### config.mk
export PLATFORM = sky130hd
export DESIGN_NAME = smb_slave_seq
export DESIGN_NICKNAME = d
export VERILOG_FILES = /design/src/rtl/smb_slave_seq.sv
export SDC_FILE = /design/constraint.sdc
export NUM_CORES = 1
export LEC_CHECK = 0
export BUFFER_PORTS_ARGS = -buffer_cell sky130_fd_sc_hd__buf_2
export CORE_MARGIN = 10
export CORE_UTILIZATION = 33
export CTS_CLUSTER_DIAMETER = 200
export DETAILED_ROUTE_END_ITERATION = 8
export GPL_TIMING_DRIVEN = 1
export SETUP_SLACK_MARGIN = 0.4
export SYNTH_ARGS = -nofsm -noshare
export SYNTH_HDL_FRONTEND = slang
export SYNTH_SLANG_ARGS = --single-unit
### constraint.sdc
create_clock -name clk -period 1.9 [get_ports clk]
set_input_delay 0.19 -clock clk [delete_from_list [all_inputs] [get_ports clk]]
set_output_delay 0.19 -clock clk [all_outputs]
set_load 0.03 [all_outputs]
### src/rtl/smb_slave_seq.sv
module smb_slave_seq #(
  parameter int DW   = 8,
  parameter int SYNC = 2
) (
  input  logic          clk,
  input  logic          rst_n,
  input  logic          scl_i,
  input  logic          sda_i,
  output logic          scl_oe,
  output logic          sda_oe,
  input  logic [DW-2:0] own_addr,
  input  logic          wr_en,
  input  logic [DW-1:0] wr_data,
  output logic [DW-1:0] rx_data,
  input  logic          si_clr,
  input  logic          ack_in,
  output logic          si,
  output logic [3:0]    status,
  output logic          ackrq,
  output logic          arblost,
  output logic          ack_o
);
  localparam int CW = $clog2(DW + 1);
  localparam logic [CW-1:0] CNT_FULL = CW'(DW);
  localparam logic [CW-1:0] CNT_LAST = CW'(DW - 1);

  typedef enum logic [2:0] {S_IDLE, S_ADDR, S_RX, S_ACKQ, S_ACKD, S_TX, S_MACK, S_TXQ} st_t;

  logic [SYNC-1:0] scl_sy, sda_sy;
  logic scl_q, sda_q;
  wire scl_s = scl_sy[SYNC-1];
  wire sda_s = sda_sy[SYNC-1];
  wire scl_rise = scl_s & ~scl_q;
  wire scl_fall = ~scl_s & scl_q;
  wire bus_start = scl_s & scl_q & sda_q & ~sda_s;
  wire bus_stop  = scl_s & scl_q & ~sda_q & sda_s;

  st_t st;
  logic [CW-1:0] cnt;
  logic [DW-1:0] sr, tx_sr, tx_buf;
  logic tx_full, is_addr, rw, ack_drv, addressed, ph;

  assign sda_oe = (st == S_ACKD && ack_drv) || (st == S_TX && !tx_sr[DW-1]);
  assign scl_oe = si && (st == S_ACKQ || st == S_TXQ);

  always_ff @(posedge clk or negedge rst_n) begin
    if (!rst_n) begin
      scl_sy <= '1;
      sda_sy <= '1;
      scl_q  <= 1'b1;
      sda_q  <= 1'b1;
    end else begin
      scl_sy <= {scl_sy[SYNC-2:0], scl_i};
      sda_sy <= {sda_sy[SYNC-2:0], sda_i};
      scl_q  <= scl_s;
      sda_q  <= sda_s;
    end
  end

  always_ff @(posedge clk or negedge rst_n) begin
    if (!rst_n) begin
      st        <= S_IDLE;
      cnt       <= '0;
      sr        <= '0;
      tx_sr     <= '1;
      tx_buf    <= '0;
      tx_full   <= 1'b0;
      is_addr   <= 1'b0;
      rw        <= 1'b0;
      ack_drv   <= 1'b0;
      addressed <= 1'b0;
      ph        <= 1'b0;
      rx_data   <= '0;
      si        <= 1'b0;
      status    <= 4'b0000;
      ackrq     <= 1'b0;
      arblost   <= 1'b0;
      ack_o     <= 1'b0;
    end else begin
      if (si_clr) si <= 1'b0;
      if (wr_en) begin
        if (st == S_TXQ && si && !ack_o) arblost <= 1'b1;
        else begin
          tx_buf  <= wr_data;
          tx_full <= 1'b1;
        end
      end
      if (bus_start) begin
        st      <= S_ADDR;
        cnt     <= '0;
        ack_drv <= 1'b0;
      end else if (bus_stop) begin
        if (addressed) begin
          si      <= 1'b1;
          status  <= (st == S_TX || st == S_MACK) ? 4'b0101 : 4'b0001;
          ackrq   <= 1'b0;
          arblost <= 1'b0;
        end
        st        <= S_IDLE;
        addressed <= 1'b0;
        ack_drv   <= 1'b0;
      end else begin
        case (st)
          S_ADDR, S_RX: begin
            if (scl_rise && cnt < CNT_FULL) begin
              sr  <= {sr[DW-2:0], sda_s};
              cnt <= cnt + 1'b1;
            end else if (scl_fall && cnt == CNT_FULL) begin
              rx_data <= sr;
              cnt     <= '0;
              if (st == S_ADDR && sr[DW-1:1] != own_addr) begin
                st        <= S_IDLE;
                addressed <= 1'b0;
              end else begin
                si      <= 1'b1;
                status  <= (st == S_ADDR) ? 4'b0010 : 4'b0000;
                ackrq   <= 1'b1;
                arblost <= 1'b0;
                is_addr <= (st == S_ADDR);
                if (st == S_ADDR) rw <= sr[0];
                st      <= S_ACKQ;
              end
            end
          end
          S_ACKQ: begin
            if (si_clr) begin
              ackrq   <= 1'b0;
              ack_drv <= ack_in;
              ph      <= 1'b0;
              st      <= S_ACKD;
              if (is_addr) addressed <= ack_in;
            end
          end
          S_ACKD: begin
            if (scl_rise) ph <= 1'b1;
            else if (scl_fall && ph) begin
              ack_drv <= 1'b0;
              cnt     <= '0;
              if (is_addr && !ack_drv) st <= S_IDLE;
              else if (is_addr && rw && tx_full) begin
                st      <= S_TX;
                tx_sr   <= tx_buf;
                tx_full <= 1'b0;
              end else st <= S_RX;
            end
          end
          S_TX: begin
            if (scl_fall) begin
              if (cnt == CNT_LAST) begin
                st  <= S_MACK;
                ph  <= 1'b0;
                cnt <= '0;
              end else begin
                cnt   <= cnt + 1'b1;
                tx_sr <= {tx_sr[DW-2:0], 1'b1};
              end
            end
          end
          S_MACK: begin
            if (scl_rise) begin
              ph    <= 1'b1;
              ack_o <= ~sda_s;
            end else if (scl_fall && ph) begin
              si      <= 1'b1;
              status  <= 4'b0100;
              ackrq   <= 1'b0;
              arblost <= 1'b0;
              st      <= S_TXQ;
            end
          end
          S_TXQ: begin
            if (si_clr) begin
              cnt <= '0;
              if (!ack_o) st <= S_IDLE;
              else if (tx_full) begin
                st      <= S_TX;
                tx_sr   <= tx_buf;
                tx_full <= 1'b0;
              end else st <= S_RX;
            end
          end
          default: ;
        endcase
      end
    end
  end
endmodule


# After elaboration in Yosys (flattened, before gate mapping)

Cells that the tools add are included.

Register bits: 59
Bits of input ports: 22
Output and inout bits: 18
Word-level logic and storage cells: 233

$add $sub $neg: 1
Magnitude comparators: 1
Equal/unequal tests: 47
Muxes and demuxes: 105
Bitwise logic cells: 16
Reductions and logical operators: 42

Operators by type and width:

| cell                 | count |
|---|---|
| $mux W8              | 9 |
| $mux W4              | 16 |
| $mux W3              | 17 |
| $mux W1              | 50 |
| $ne A4 B4 Y1 const B | 8 |
| $ne A3 B3 Y1 const B | 10 |
| $reduce_and A7 Y1    | 4 |
| $pmux W8 S3          | 1 |
| $ne A2 B2 Y1 const B | 9 |
| $pmux W3 S6          | 1 |
| $pmux W4 S4          | 1 |
| $eq A3 B3 Y1 const B | 4 |
| $logic_and A1 B1 Y1  | 12 |
| $ne A4 B3 Y1 const B | 3 |
| $reduce_and A12 Y1   | 1 |
| $reduce_and A4 Y1    | 3 |
| $reduce_bool A3 Y1   | 4 |
| $reduce_and A11 Y1   | 1 |
| $ne A2 B1 Y1 const B | 5 |
| $pmux W1 S2          | 5 |
| $not A1 Y1           | 9 |
| $reduce_and A9 Y1    | 1 |
| $pmux W4 S2          | 1 |
| $reduce_and A8 Y1    | 1 |
| other kinds (20)     | 36 |

# Depth between registers and ports, before layout

Gate-level depths: netlist of run 1.

Depth after elaboration: 12
Gate-level depth with buffers: 7
Gate-level depth less buffers: 7

# Worst setup path before layout of run 1

OpenSTA, ideal clock, no wires.

Kind: flip-flop to flip-flop
Start: reg scl_q
End: reg st[2]
Library setup time: 0.133 ns
Arrival time: 1.853 ns
Data required time: 1.767 ns
Path slack: -0.086 ns
Stages on the path, launching flop included: 7
Path buffers: 1
Clock period less this slack: 1.986 ns
Cell sequence: dfstp_2 > buf_2 > or3b_1 > a31o_1 > a2111o_1 > o21ai_1 > a21oi_1

Cells in the longest elaborated chain, start to end: 5
Elaborated cells between the ends (all ways): 25
Those cells by class: 10 x eq/ne; 2 x mux; 8 x bitwise; 5 x reduce/logical

RTL lines:

| item                                                           | line       | source |
|---|---|---|
| start, declared                                                | 30         | `logic scl_q, sda_q;` |
| start signal, assigned                                         | 55         | `scl_q <= scl_s;` |
| $and A1 B1 Y1 / $not A1 Y1 (equally long branches)             | 35, 36, 33 |  |
| $and A1 B1 Y1 (on tied branches)                               | 35, 33, 36 |  |
| $and A1 B1 Y1 (tied with other cells)                          | 35         | `wire bus_start = scl_s & scl_q & sda_q & ~sda_s;` |
| $ne A4 B4 Y1 (no line) (tied with other cells)                 | -          |  |
| $reduce_and A11 Y1 (no line) / $mux W3 (equally long branches) | -          |  |
| end signal, assigned                                           | 62         | `st <= S_IDLE;` |
| end signal, assigned                                           | 89         | `st <= S_ADDR;` |
| end signal, assigned                                           | 99         | `st <= S_IDLE;` |
| end, declared                                                  | 38         | `st_t st;` |

Parallel ways exist; a longest one is shown, timed or not.
A chain may end at the register's enable or synchronous reset.

# Worst setup path after layout of run 1

Start: reg scl_q
End: reg tx_sr[5]

Cells in the longest elaborated chain, start to end: 5
Elaborated cells between the ends (all ways): 15
Those cells by class: 3 x eq/ne; 10 x bitwise; 2 x reduce/logical

RTL lines:

| item                                          | line   | source |
|---|---|---|
| $and A1 B1 Y1                                 | 35, 36 |  |
| $and A1 B1 Y1 (on tied branches) (2 in a row) | 36, 35 |  |
| $not A1 Y1 (no line)                          | -      |  |
| $reduce_and A12 Y1 (no line) *                | -      |  |
| end signal, assigned                          | 142    | `tx_sr <= tx_buf;` |
| end signal, assigned                          | 155    | `tx_sr <= {tx_sr[DW-2:0], 1'b1};` |
| end signal, assigned                          | 177    | `tx_sr <= tx_buf;` |
| end, declared                                 | 40     | `logic [DW-1:0] sr, tx_sr, tx_buf;` |

Every way passes the cells marked *; elsewhere a longest branch is shown, timed or not.

==> impl_metrics.prom, run 1 <==
# TYPE chip_impl_metric gauge
chip_impl_info{name="status",value="finished, violations left"} 1
chip_impl_info{name="violated_checks",value="negative setup slack"} 1
chip_impl_metric{name="cts-htree-levels",unit=""} 3
chip_impl_metric{name="num_vias",unit=""} 2860
chip_impl_metric{name="final.hold.worst_slack",unit="ns"} 0.07464
chip_impl_info{name="post_synth_main_area_contributors",value="sky130_fd_sc_hd__dfrtp_1 (36%), sky130_fd_sc_hd__dfstp_2 (12%), sky130_fd_sc_hd__mux2_2 (11%)"} 1
chip_impl_info{name="grt_busiest_layer",value="met2"} 1
chip_impl_metric{name="all_layer_gr_usage",unit=""} 0.1395
chip_impl_metric{name="fin_setup_tns",unit="ns"} -1.153
chip_impl_metric{name="die_width",unit="microns"} 116.4
chip_impl_metric{name="cp.buffers_inverters",unit=""} 2
chip_impl_metric{name="max-cap-violations",unit=""} 0
chip_impl_metric{name="ys_ff_latch",unit=""} 58
chip_impl_metric{name="initial_antenna_violation_count",unit=""} 0
chip_impl_metric{name="achievable_clock_frequency",unit="MHz"} 501.3
chip_impl_metric{name="antenna_cells",unit=""} 0
chip_impl_info{name="rsz_0062_raised_after_global_routing",value="true"} 1
chip_impl_metric{name="clk_latency",unit="ns"} 0.35
chip_impl_metric{name="maxSlewViolCount",unit=""} 0
chip_impl_metric{name="power.static_leakage",unit="nW"} 2.229
chip_impl_metric{name="finish_stage_setup_viols",unit=""} 14
chip_impl_metric{name="postRouteWirelength",unit="microns"} 9807
chip_impl_info{name="crit_path_cell_trace",value="nand3b_1 > buf_4 > o21ai_2 > nand3_2 > a211oi_4 > buf_12 > mux2_4"} 1
chip_impl_metric{name="first_pass_grt_wire_length",unit="microns"} 14870
chip_impl_info{name="worstHoldPathType",value="primary input to register"} 1
chip_impl_metric{name="grt_remaining_overflow",unit=""} 0
chip_impl_metric{name="synth_largest_type_area_fraction",unit=""} 0.3589
chip_impl_info{name="cp_top_family",value="flip-flops"} 1
chip_impl_metric{name="clk_pin_slew",unit="ns"} 0.07
chip_impl_metric{name="synth_enable_flop_cells",unit=""} 0
chip_impl_metric{name="hold_viol",unit=""} 0
chip_impl_metric{name="fp.coreArea",unit="sq mm"} 0.009153
chip_impl_metric{name="synthesis_warning_total",unit=""} 0
chip_impl_metric{name="longest_individual_stage_delay_on_the_worst_path",unit="ns"} 0.62
chip_impl_metric{name="rows",unit=""} 35
chip_impl_metric{name="first_global_vias",unit=""} 2924
chip_impl_metric{name="number_of_fill_cells",unit=""} 789
chip_impl_metric{name="detailed_place_hpwl",unit="microns"} 6182
chip_impl_metric{name="globalRouteMet1Util",unit=""} 0.1603
chip_impl_metric{name="synthesis.instances",unit=""} 294
chip_impl_metric{name="p_per_area",unit="mW/mm^2"} 1243
chip_impl_info{name="worst_r2r_startpoint",value="scl_q"} 1
chip_impl_metric{name="drt-wirelength-per-cell",unit="microns"} 18.13
chip_impl_metric{name="drc",unit=""} 0
chip_impl_metric{name="drt-vias-per-instance",unit=""} 5.287
chip_impl_metric{name="post-route-worst-setup-slack",unit="ns"} -0.09491
chip_impl_metric{name="globalRouteMet2Util",unit=""} 0.2406
chip_impl_info{name="hold_start",value="wr_data[6]"} 1
chip_impl_metric{name="first_pass_iters",unit=""} 4
chip_impl_info{name="ctsRootBufferMaster",value="sky130_fd_sc_hd__clkbuf_8"} 1
chip_impl_info{name="yosys-top-cells-count",value="sky130_fd_sc_hd__dfrtp_1 (44), sky130_fd_sc_hd__nand2_1 (34), sky130_fd_sc_hd__mux2_2 (31)"} 1
chip_impl_info{name="critPathKind",value="register to register"} 1
chip_impl_metric{name="postSynth.asyncResetShare",unit=""} 1.000
chip_impl_metric{name="synthesis.area",unit="sq mm"} 0.003068
chip_impl_metric{name="drt_iter0_markers",unit=""} 215
chip_impl_info{name="worst_setup_sp_type",value="register"} 1
chip_impl_metric{name="grt_use_met3",unit=""} 0.04366
chip_impl_metric{name="postSynthNetCount",unit=""} 318
chip_impl_metric{name="dieArea",unit="sq mm"} 0.01355
chip_impl_metric{name="finalClockSkew",unit="ns"} 0.006818
chip_impl_metric{name="worst_path_arrival_time",unit="ns"} 2.27
chip_impl_metric{name="syn2layout_area_growth",unit="%"} 60.77
chip_impl_metric{name="crit_required",unit="ns"} 2.17
chip_impl_info{name="yosysMostFrequentCell",value="sky130_fd_sc_hd__dfrtp_1"} 1
chip_impl_metric{name="maximum_number_of_pins_on_one_net_before_global_route_repair",unit=""} 29
chip_impl_metric{name="num-nets-final",unit=""} 449
chip_impl_info{name="clock_tree_from_tritoncts",value="yes"} 1
chip_impl_metric{name="vdd.ir_drop.worst",unit="mV"} 0.5993
chip_impl_metric{name="final.min_clock_period",unit="ns"} 1.995
chip_impl_info{name="crit_path_top_delay_cell",value="sky130_fd_sc_hd__dfstp_2"} 1
chip_impl_metric{name="cts_buffer_depth",unit=""} 2
chip_impl_metric{name="post_synth.cell_area_avg",unit="sq um"} 10.44
chip_impl_info{name="post-synth-top-area-cell",value="sky130_fd_sc_hd__dfrtp_1"} 1
chip_impl_metric{name="synth.distinct_cells",unit=""} 59
chip_impl_info{name="end_kind",value="register"} 1
chip_impl_metric{name="port_buffers",unit=""} 38
chip_impl_metric{name="synth_seq_area_share",unit=""} 0.4788
chip_impl_metric{name="worst_path_max_fanout",unit=""} 8
chip_impl_metric{name="boundaryPins",unit=""} 40
chip_impl_metric{name="cts-buffers-inserted",unit=""} 9
chip_impl_metric{name="antenna_violation_net_count_after_detailed_routing",unit=""} 0
chip_impl_metric{name="post-route-period-util",unit=""} 1.050
chip_impl_metric{name="dieHeight",unit="microns"} 116.4
chip_impl_metric{name="gp_congestion",unit=""} 0.9095
chip_impl_info{name="yosys_most_used_dff",value="sky130_fd_sc_hd__dfrtp_1"} 1
chip_impl_metric{name="floorplan.initialDensity",unit=""} 0.3352
chip_impl_metric{name="layout-drive-gt1-share",unit=""} 0.5721
chip_impl_metric{name="clkSinkCount",unit=""} 58
chip_impl_info{name="startpoint",value="scl_q"} 1
[report_power, final]
part / internal (W) / total, W / switching, W
Clock: 0.000607 / 0.00114 / 0.000538
Sequential: 0.00163 / 0.00190 / 0.000265
Combinational: 0.00162 / 0.00309 / 0.00147
[through the flow]
step | util | power, W | std cells | setup slack [ns] | cell area [sq um]
2_1_floorplan | - | 0.003244 | 294 | 0.005183 | 3213
3_3_place_gp | 0.4217 | 0.003984 | 478 | -0.01321 | 3860
3_5_place_dp | 0.4217 | 0.004007 | 478 | -0.03278 | 3860
4_1_cts | 0.4915 | 0.005609 | 518 | -0.03296 | 4498
5_1_grt | 0.5389 | 0.006503 | 541 | -0.1809 | 4932
6_report | 0.5389 | 0.006129 | 541 | -0.09491 | 4932
[cell usage in the layout (no fill, tap or decap), drive strengths merged, types with 6 or more instances in the layout]
cell,netlist,routed
o21ai,16,16
nand2,34,34
inv,7,7
nor2,15,15
dfrtp,44,44
a21oi,11,11
nor3b,6,6
nand3,10,10
buf,10,129
nor2b,8,8
mux2,32,32
clkbuf,2,10
dfstp,14,14
[final timing paths]
kind | cells past startpoint | slack, ns | endpoint
worst max-delay path | 7 | -0.09 | tx_sr[5]
min in group asynchronous | 2 | 0.23 | tx_buf[2]
max in group asynchronous | 3 | 1.03 | tx_sr[6]
worst max register to register | 7 | -0.09 | tx_sr[5]
worst min-delay path | 2 | 0.07 | tx_buf[6]
worst min register to register | 0 | 0.36 | sda_sy[1]
[per-layer routing]
layer	up-vias	wire length, microns
li1	1329	-
met1	1409	4065
met2	88	5026
met3	34	419
met4	0	295
met5	-	0
[final cells by class]
class,count,area (sq um),area share
multi-input combinational,216,1954,0.3962
sequential,58,1473,0.2986
timing repair buffer,132,1140,0.2311
tap,111,138.9,0.02816
clock buffer,10,127.6,0.02588
clock inverter,6,67.56,0.01370
inverter,8,31.28,0.006342
[registers in the layout (all words and copies together), names as in the netlist]
register and count:
tx_full 1, cnt 4, addressed 1, ackrq 1, scl_q 1, is_addr 1
status 3, tx_buf 8, tx_sr 8, ph 1, st 3, arblost 1
sr 8, ack_o 1, ack_drv 1, sda_q 1, si 1, rx_data 8
sda_sy 2, rw 1, scl_sy 2
[cells by family (layout without fill, tap and decap cells)]
logic type	after synthesis	after routing	share of synthesized area
buf+inv	20	156	0.02896
compound gates	65	65	0.1517
mux	34	34	0.1240
flops	58	58	0.4788
simple gates	105	105	0.1815
fa+ha+maj	2	2	0.008155
xor+xnor	9	9	0.02569
other cells	1	1	0.001222
[what timing repair did]
action | in CTS | in global routing
hold endpoints to repair | 31 | 0
cloned | 2 | 0
endpoints found under the setup margin | 52 | 54
setup buffers | 19 | 23
pin swaps | 16 | 26
resized for setup | 59 | 51
hold buffers | 3 | 0
Note: power is estimated with default switching activity, not from simulation.
==> run 2: changes to the inputs <==
--- a/config.mk
+++ b/config.mk
@@ -15,3 +15,4 @@
 export SYNTH_ARGS = -nofsm -noshare
 export SYNTH_HDL_FRONTEND = slang
 export SYNTH_SLANG_ARGS = --single-unit
+export TNS_END_PERCENT = 10
==> run 2 against run 1 <==
The flow still finishes with violations (negative setup slack). Combinational power is 24% lower. Register-to-register slack worse by 0.03 ns. Total power is 9.8% lower. Via count is 7.5% lower. Largest cell class unchanged. Largest power group unchanged.
==> impl_metrics.prom, run 2 (same netlist as run 1, synthesis figures left out) <==
# TYPE chip_impl_metric gauge
chip_impl_metric{name="finish_stage_setup_viols",unit=""} 5
chip_impl_metric{name="dieHeight",unit="microns"} 116.4
chip_impl_metric{name="cts-htree-levels",unit=""} 3
chip_impl_metric{name="postRouteWirelength",unit="microns"} 8509
chip_impl_metric{name="max-cap-violations",unit=""} 0
chip_impl_metric{name="drt-vias-per-instance",unit=""} 5.271
chip_impl_metric{name="hold_viol",unit=""} 0
chip_impl_metric{name="detailed_place_hpwl",unit="microns"} 5976
chip_impl_metric{name="num-nets-final",unit=""} 410
chip_impl_metric{name="drt_iter0_markers",unit=""} 153
chip_impl_metric{name="fp.coreArea",unit="sq mm"} 0.009153
chip_impl_metric{name="setup.reg_to_reg.worst_slack",unit="ns"} -0.12
chip_impl_metric{name="cts-buffers-inserted",unit=""} 9
chip_impl_metric{name="power.static_leakage",unit="nW"} 1.907
chip_impl_metric{name="clkSinkCount",unit=""} 58
chip_impl_metric{name="port_buffers",unit=""} 38
chip_impl_metric{name="worstMarginPinSlew",unit="ns"} 0.6424
chip_impl_info{name="clock_tree_from_tritoncts",value="yes"} 1
chip_impl_metric{name="die_width",unit="microns"} 116.4
chip_impl_info{name="critPathKind",value="register to register"} 1
chip_impl_metric{name="grt_remaining_overflow",unit=""} 0
chip_impl_info{name="end_kind",value="register"} 1
chip_impl_metric{name="pre_cts_slack",unit="ns"} -0.04158
chip_impl_metric{name="p_per_area",unit="mW/mm^2"} 1286
chip_impl_metric{name="number_of_fill_cells",unit=""} 856
chip_impl_metric{name="rows",unit=""} 35
chip_impl_info{name="final_cell_mix",value="sky130_fd_sc_hd__dfrtp_1 (40), sky130_fd_sc_hd__buf_4 (39), sky130_fd_sc_hd__buf_2 (36)"} 1
chip_impl_info{name="hold_path_end",value="tx_buf[1]"} 1
chip_impl_metric{name="drt-wirelength-per-cell",unit="microns"} 16.95
chip_impl_metric{name="maximum_number_of_pins_on_one_net_before_global_route_repair",unit=""} 59
chip_impl_info{name="hold_start",value="wr_data[1]"} 1
chip_impl_metric{name="syn2layout_area_growth",unit="%"} 40.17
chip_impl_metric{name="initial_antenna_violation_count",unit=""} 0
chip_impl_metric{name="worst_hold_path.num_cells",unit=""} 2
chip_impl_metric{name="num_vias",unit=""} 2646
chip_impl_metric{name="final.min_clock_period",unit="ns"} 2.023
chip_impl_metric{name="met1_wirelength",unit="microns"} 3755
chip_impl_metric{name="first_pass_grt_wire_length",unit="microns"} 13700
chip_impl_metric{name="fin_total_pwr",unit="W"} 0.005529
chip_impl_metric{name="wl_met3",unit="microns"} 485
chip_impl_info{name="ctsRootBufferMaster",value="sky130_fd_sc_hd__clkbuf_8"} 1
chip_impl_metric{name="layout-drive-gt1-share",unit=""} 0.4859
chip_impl_metric{name="vdd.ir_drop.worst",unit="mV"} 0.6051
chip_impl_metric{name="post-route-period-util",unit=""} 1.065
chip_impl_metric{name="all_layer_gr_usage",unit=""} 0.1268
chip_impl_metric{name="fin_setup_tns",unit="ns"} -0.3441
chip_impl_info{name="worst_r2r_startpoint",value="scl_q"} 1
chip_impl_metric{name="crit_required",unit="ns"} 2.12
chip_impl_metric{name="gp_congestion",unit=""} 0.9084
chip_impl_metric{name="post-route-worst-setup-slack",unit="ns"} -0.1235
chip_impl_metric{name="met2_wirelength",unit="microns"} 4086
chip_impl_info{name="rr_endpoint",value="st[2]"} 1
chip_impl_info{name="violated_checks",value="negative setup slack"} 1
chip_impl_metric{name="first_pass_iters",unit=""} 5
chip_impl_metric{name="cts_buffer_depth",unit=""} 2
chip_impl_metric{name="worst_path_max_fanout",unit=""} 6
chip_impl_metric{name="finalClockSkew",unit="ns"} 0.01052
chip_impl_metric{name="maxSlewViolCount",unit=""} 0
chip_impl_metric{name="clk_pin_slew",unit="ns"} 0.07
chip_impl_metric{name="final.hold.worst_slack",unit="ns"} 0.07671
chip_impl_metric{name="antenna_cells",unit=""} 0
chip_impl_metric{name="dieArea",unit="sq mm"} 0.01355
chip_impl_info{name="top_layer_used",value="met4"} 1
chip_impl_metric{name="achievable_clock_frequency",unit="MHz"} 494.2
chip_impl_metric{name="antenna_violation_net_count_after_detailed_routing",unit=""} 0
chip_impl_metric{name="slew_headroom",unit=""} 0.5708
chip_impl_metric{name="worst_path_arrival_time",unit="ns"} 2.24
chip_impl_info{name="worst_setup_sp_type",value="register"} 1
chip_impl_metric{name="boundaryPins",unit=""} 40
chip_impl_info{name="worstHoldPathType",value="primary input to register"} 1
chip_impl_metric{name="utilization",unit=""} 0.4699
chip_impl_metric{name="first_global_vias",unit=""} 2682
chip_impl_metric{name="reg2reg_depth",unit=""} 5
chip_impl_metric{name="clk_latency",unit="ns"} 0.35
chip_impl_info{name="layout_commonest_cell",value="sky130_fd_sc_hd__dfrtp_1"} 1
chip_impl_info{name="status",value="finished, violations left"} 1
chip_impl_metric{name="drc",unit=""} 0
chip_impl_metric{name="floorplan.initialDensity",unit=""} 0.3352
chip_impl_info{name="rsz_0062_raised_after_global_routing",value="true"} 1
## run 2: cell types whose count changed in the layout (fill, tap and decap cells not counted), sizes merged
| cell | delta |
|---|---|
| clkinvlp | -1 |
| buf | -39 |
| bufinv | +1 |
| clkinv | -2 |
| clkbuf | +2 |
## run 2: cell type report
type | instances | area [sq um] | area share
Multi-Input combinational cell | 216 | 1727 | 0.4015
Sequential cell | 58 | 1474 | 0.3427
Timing Repair Buffer | 93 | 708.2 | 0.1647
Clock buffer | 12 | 145.1 | 0.03375
Tap cell | 111 | 138.9 | 0.03230
Clock inverter | 4 | 76.32 | 0.01775
Inverter | 8 | 31.28 | 0.007274
## run 2: how the worst max path moves through the flow
stage / from / endpoint / slack, ns / cells past startpoint
2_1_floorplan: scl_q / st[2] / 0.005 / 6
6_report: scl_q / st[2] / -0.12 / 5
5_1_grt: scl_sy[1] / st[2] / -0.29 / 6
3_5_place_dp: scl_sy[1] / cnt[2] / -0.04 / 5
3_3_place_gp: st[2] / tx_sr[2] / -0.10 / 6
4_1_cts: scl_sy[1] / cnt[2] / -0.02 / 5
## run 2: layer usage
metal / vias to the layer above / GRT usage
met5: - / 0
met2: 83 / 0.2029
met3: 19 / 0.03749
met4: 0 / 0.05588
li1: 1254 / -
met1: 1290 / 0.1546
## run 2: stage by stage
| step | instances | instance area, sq um |
|---|---|---|
| floorplan | 294 | 3104 |
| global placement | 481 | 3791 |
| detailed placement | 481 | 3791 |
| CTS | 501 | 4165 |
| global route | 502 | 4300 |
| finish | 502 | 4300 |
## run 2: worst max-delay path, stage by stage (launching register included)
cell and delay (ns):
sky130_fd_sc_hd__dfstp_2 0.58, sky130_fd_sc_hd__or3b_1 0.35, sky130_fd_sc_hd__a31o_1 0.26, sky130_fd_sc_hd__a2111o_1 0.48, sky130_fd_sc_hd__o21ai_1 0.16, sky130_fd_sc_hd__a21oi_1 0.08
## run 2: where the power goes
group / leakage, nW / internal, W / switching (W)
Combinational: 1.09 / 0.00112 / 0.00121
Sequential: 0.711 / 0.00163 / 0.000284
Clock: 0.107 / 0.000777 / 0.000501
Total: 1.91 / 0.00353 / 0.00200
## run 2: repair_timing
| item | 4_1_cts | 5_1_grt |
|---|---|---|
| hold endpoints to repair | 46 | 0 |
| endpoints found under the setup margin | 53 | 54 |
| hold buffers | 3 | 0 |
| pin swaps | 11 | 12 |
| gates resized for setup | 30 | 35 |
| buffers inserted | 1 | 1 |
==> run 3: changes to the inputs <==
--- a/config.mk
+++ b/config.mk
@@ -11,6 +11,7 @@
 export CTS_CLUSTER_DIAMETER = 200
 export DETAILED_ROUTE_END_ITERATION = 8
 export GPL_TIMING_DRIVEN = 1
+export PLACE_DENSITY_LB_ADDON = 0.08
 export SETUP_SLACK_MARGIN = 0.4
 export SYNTH_ARGS = -nofsm -noshare
 export SYNTH_HDL_FRONTEND = slang
==> run 3 against run 2 <==
The run still ends with negative setup slack left. Clock-buffer cell count stayed put. Combinational power is essentially flat. Cell area fell by 0.58%. Critical endpoint is now cnt[2]. Largest cell class unchanged.
==> impl_metrics.prom, run 3 (same netlist as run 1, synthesis figures left out) <==
# TYPE chip_impl_metric gauge
chip_impl_metric{name="post-route-period-util",unit=""} 1.031
chip_impl_metric{name="detailed_place_hpwl",unit="microns"} 6442
chip_impl_metric{name="maxSlewViolCount",unit=""} 0
chip_impl_metric{name="first_pass_grt_wire_length",unit="microns"} 14150
chip_impl_metric{name="max-cap-violations",unit=""} 0
chip_impl_info{name="hold_start",value="wr_data[6]"} 1
chip_impl_metric{name="layout.cell_area.non_filler",unit="sq mm"} 0.004275
chip_impl_info{name="hold_path_end",value="tx_buf[6]"} 1
chip_impl_info{name="ctsRootBufferMaster",value="sky130_fd_sc_hd__clkbuf_8"} 1
chip_impl_metric{name="grt_remaining_overflow",unit=""} 0
chip_impl_metric{name="post-route-worst-setup-slack",unit="ns"} -0.05850
chip_impl_info{name="clock_tree_from_tritoncts",value="yes"} 1
chip_impl_info{name="violated_checks",value="negative setup slack"} 1
chip_impl_metric{name="layout-drive-gt1-share",unit=""} 0.4812
chip_impl_metric{name="final.hold.worst_slack",unit="ns"} 0.08818
chip_impl_metric{name="clk_latency",unit="ns"} 0.33
chip_impl_metric{name="clk_pin_slew",unit="ns"} 0.07
chip_impl_info{name="end_kind",value="register"} 1
chip_impl_metric{name="worst_hold_path.num_cells",unit=""} 2
chip_impl_metric{name="cts-buffers-inserted",unit=""} 9
chip_impl_info{name="rr_endpoint",value="cnt[2]"} 1
chip_impl_metric{name="finish_stage_setup_viols",unit=""} 4
chip_impl_metric{name="p_per_area",unit="mW/mm^2"} 1268
chip_impl_metric{name="num_vias",unit=""} 2623
chip_impl_metric{name="drc",unit=""} 0
chip_impl_metric{name="initial_antenna_violation_count",unit=""} 0
chip_impl_metric{name="first_global_vias",unit=""} 2730
chip_impl_metric{name="postRouteWirelength",unit="microns"} 8589
chip_impl_metric{name="slew_headroom",unit=""} 0.5640
chip_impl_info{name="worst_r2r_startpoint",value="scl_sy[1]"} 1
chip_impl_metric{name="first_pass_iters",unit=""} 4
chip_impl_metric{name="syn2layout_area_growth",unit="%"} 39.36
chip_impl_metric{name="reg2reg_depth",unit=""} 6
chip_impl_metric{name="gp_congestion",unit=""} 0.8968
chip_impl_metric{name="antenna_violation_net_count_after_detailed_routing",unit=""} 0
chip_impl_metric{name="dieArea",unit="sq mm"} 0.01355
chip_impl_metric{name="drt_iter0_markers",unit=""} 134
chip_impl_metric{name="crit_required",unit="ns"} 2.17
chip_impl_metric{name="rows",unit=""} 35
chip_impl_metric{name="worst_path_arrival_time",unit="ns"} 2.23
chip_impl_metric{name="num-nets-final",unit=""} 419
chip_impl_info{name="status",value="finished, violations left"} 1
chip_impl_metric{name="cts_buffer_depth",unit=""} 2
chip_impl_metric{name="port_buffers",unit=""} 38
chip_impl_metric{name="cts-htree-levels",unit=""} 3
chip_impl_metric{name="achievable_clock_frequency",unit="MHz"} 510.6
chip_impl_info{name="layout_commonest_cell",value="sky130_fd_sc_hd__buf_4"} 1
chip_impl_metric{name="drt-wirelength-per-cell",unit="microns"} 16.84
chip_impl_metric{name="antenna_cells",unit=""} 0
chip_impl_info{name="critPathKind",value="register to register"} 1
chip_impl_metric{name="placed_area",unit="sq mm"} 0.003871
chip_impl_metric{name="boundaryPins",unit=""} 40
chip_impl_info{name="worstHoldPathType",value="primary input to register"} 1
chip_impl_metric{name="clkSinkCount",unit=""} 58
chip_impl_metric{name="setup.reg_to_reg.worst_slack",unit="ns"} -0.06
chip_impl_metric{name="all_layer_gr_usage",unit=""} 0.1345
chip_impl_metric{name="hold_viol",unit=""} 0
chip_impl_metric{name="number_of_fill_cells",unit=""} 851
chip_impl_metric{name="worstMarginPinSlew",unit="ns"} 0.6540
chip_impl_metric{name="vdd.ir_drop.worst",unit="mV"} 0.6380
chip_impl_metric{name="dieHeight",unit="microns"} 116.4
chip_impl_metric{name="die_width",unit="microns"} 116.4
chip_impl_metric{name="finalClockSkew",unit="ns"} 0.01306
chip_impl_info{name="worst_setup_sp_type",value="register"} 1
chip_impl_info{name="final_cell_mix",value="sky130_fd_sc_hd__buf_4 (53), sky130_fd_sc_hd__dfrtp_1 (42), sky130_fd_sc_hd__buf_2 (36)"} 1
chip_impl_info{name="rsz_0062_raised_after_global_routing",value="true"} 1
chip_impl_metric{name="drt-vias-per-instance",unit=""} 5.143
chip_impl_metric{name="worst_path_max_fanout",unit=""} 6
chip_impl_metric{name="final.min_clock_period",unit="ns"} 1.959
chip_impl_metric{name="fp.coreArea",unit="sq mm"} 0.009153
chip_impl_metric{name="maximum_number_of_pins_on_one_net_before_global_route_repair",unit=""} 26
chip_impl_metric{name="power.static_leakage",unit="nW"} 1.913
chip_impl_metric{name="fin_setup_tns",unit="ns"} -0.1415
chip_impl_metric{name="floorplan.initialDensity",unit=""} 0.3352
## run 3: timing repair
action / 4_1_cts / 5_1_grt
hold endpoints to repair: 17 / 0
hold buffers: 3 / 0
gates cloned: 0 / 0
resized for setup: 26 / 15
pin swaps: 11 / 6
buffers inserted: 1 / 1
endpoints found under the setup margin: 53 / 54
## run 3: how the worst max path moves through the flow
stage          startpoint   endpoint  depth (start not counted)
3_3_place_gp        st[1]  status[1]                          7
6_report        scl_sy[1]     cnt[2]                          6
4_1_cts             scl_q      st[1]                          5
5_1_grt         scl_sy[1]     cnt[2]                          6
2_1_floorplan       scl_q      st[2]                          6
3_5_place_dp        scl_q  status[1]                          7
## run 3: report_power, final
part / internal, W / total, W / switching [W]
Sequential: 0.00163 / 0.00190 / 0.000276
Combinational: 0.00115 / 0.00236 / 0.00120
Clock: 0.000667 / 0.00116 / 0.000497
## run 3: metal layers
metal | global-route usage | part of all wire
met2 | 0.2066 | 0.47
met5 | 0 | 0
met3 | 0.04571 | 0.056
met4 | 0.04254 | 0.018
met1 | 0.1736 | 0.46
## run 3: critical path, cell delays in order, from the launching register on
cell and delay (ns):
sky130_fd_sc_hd__dfstp_2 0.57, sky130_fd_sc_hd__or3b_4 0.39, sky130_fd_sc_hd__buf_4 0.16, sky130_fd_sc_hd__a21oi_1 0.29, sky130_fd_sc_hd__nor2_1 0.09, sky130_fd_sc_hd__and4b_1 0.26, sky130_fd_sc_hd__a311o_1 0.12
## run 3: stage by stage
stage                     total power [W]  setup WS [ns]    util  instances
after floorplan                  0.003144       0.005121       -        294
after global placement           0.004050        -0.1903  0.4230        490
after detailed placement         0.004047       -0.08585  0.4230        490
after CTS                        0.005382       -0.03455  0.4595        509
after global routing             0.005789        -0.1245  0.4671        510
final                            0.005422       -0.05850  0.4671        510
## run 3: final cells by class
type / instances / area (sq um) / share of cell area
multi-input cells: 216 / 1665 / 0.3895
flip-flops and latches: 58 / 1471 / 0.3442
repair buffers: 102 / 773.2 / 0.1809
clock buffers: 12 / 155.1 / 0.03629
well taps: 111 / 138.9 / 0.03248
clock inverters: 3 / 40.04 / 0.009365
inverters: 8 / 31.28 / 0.007316
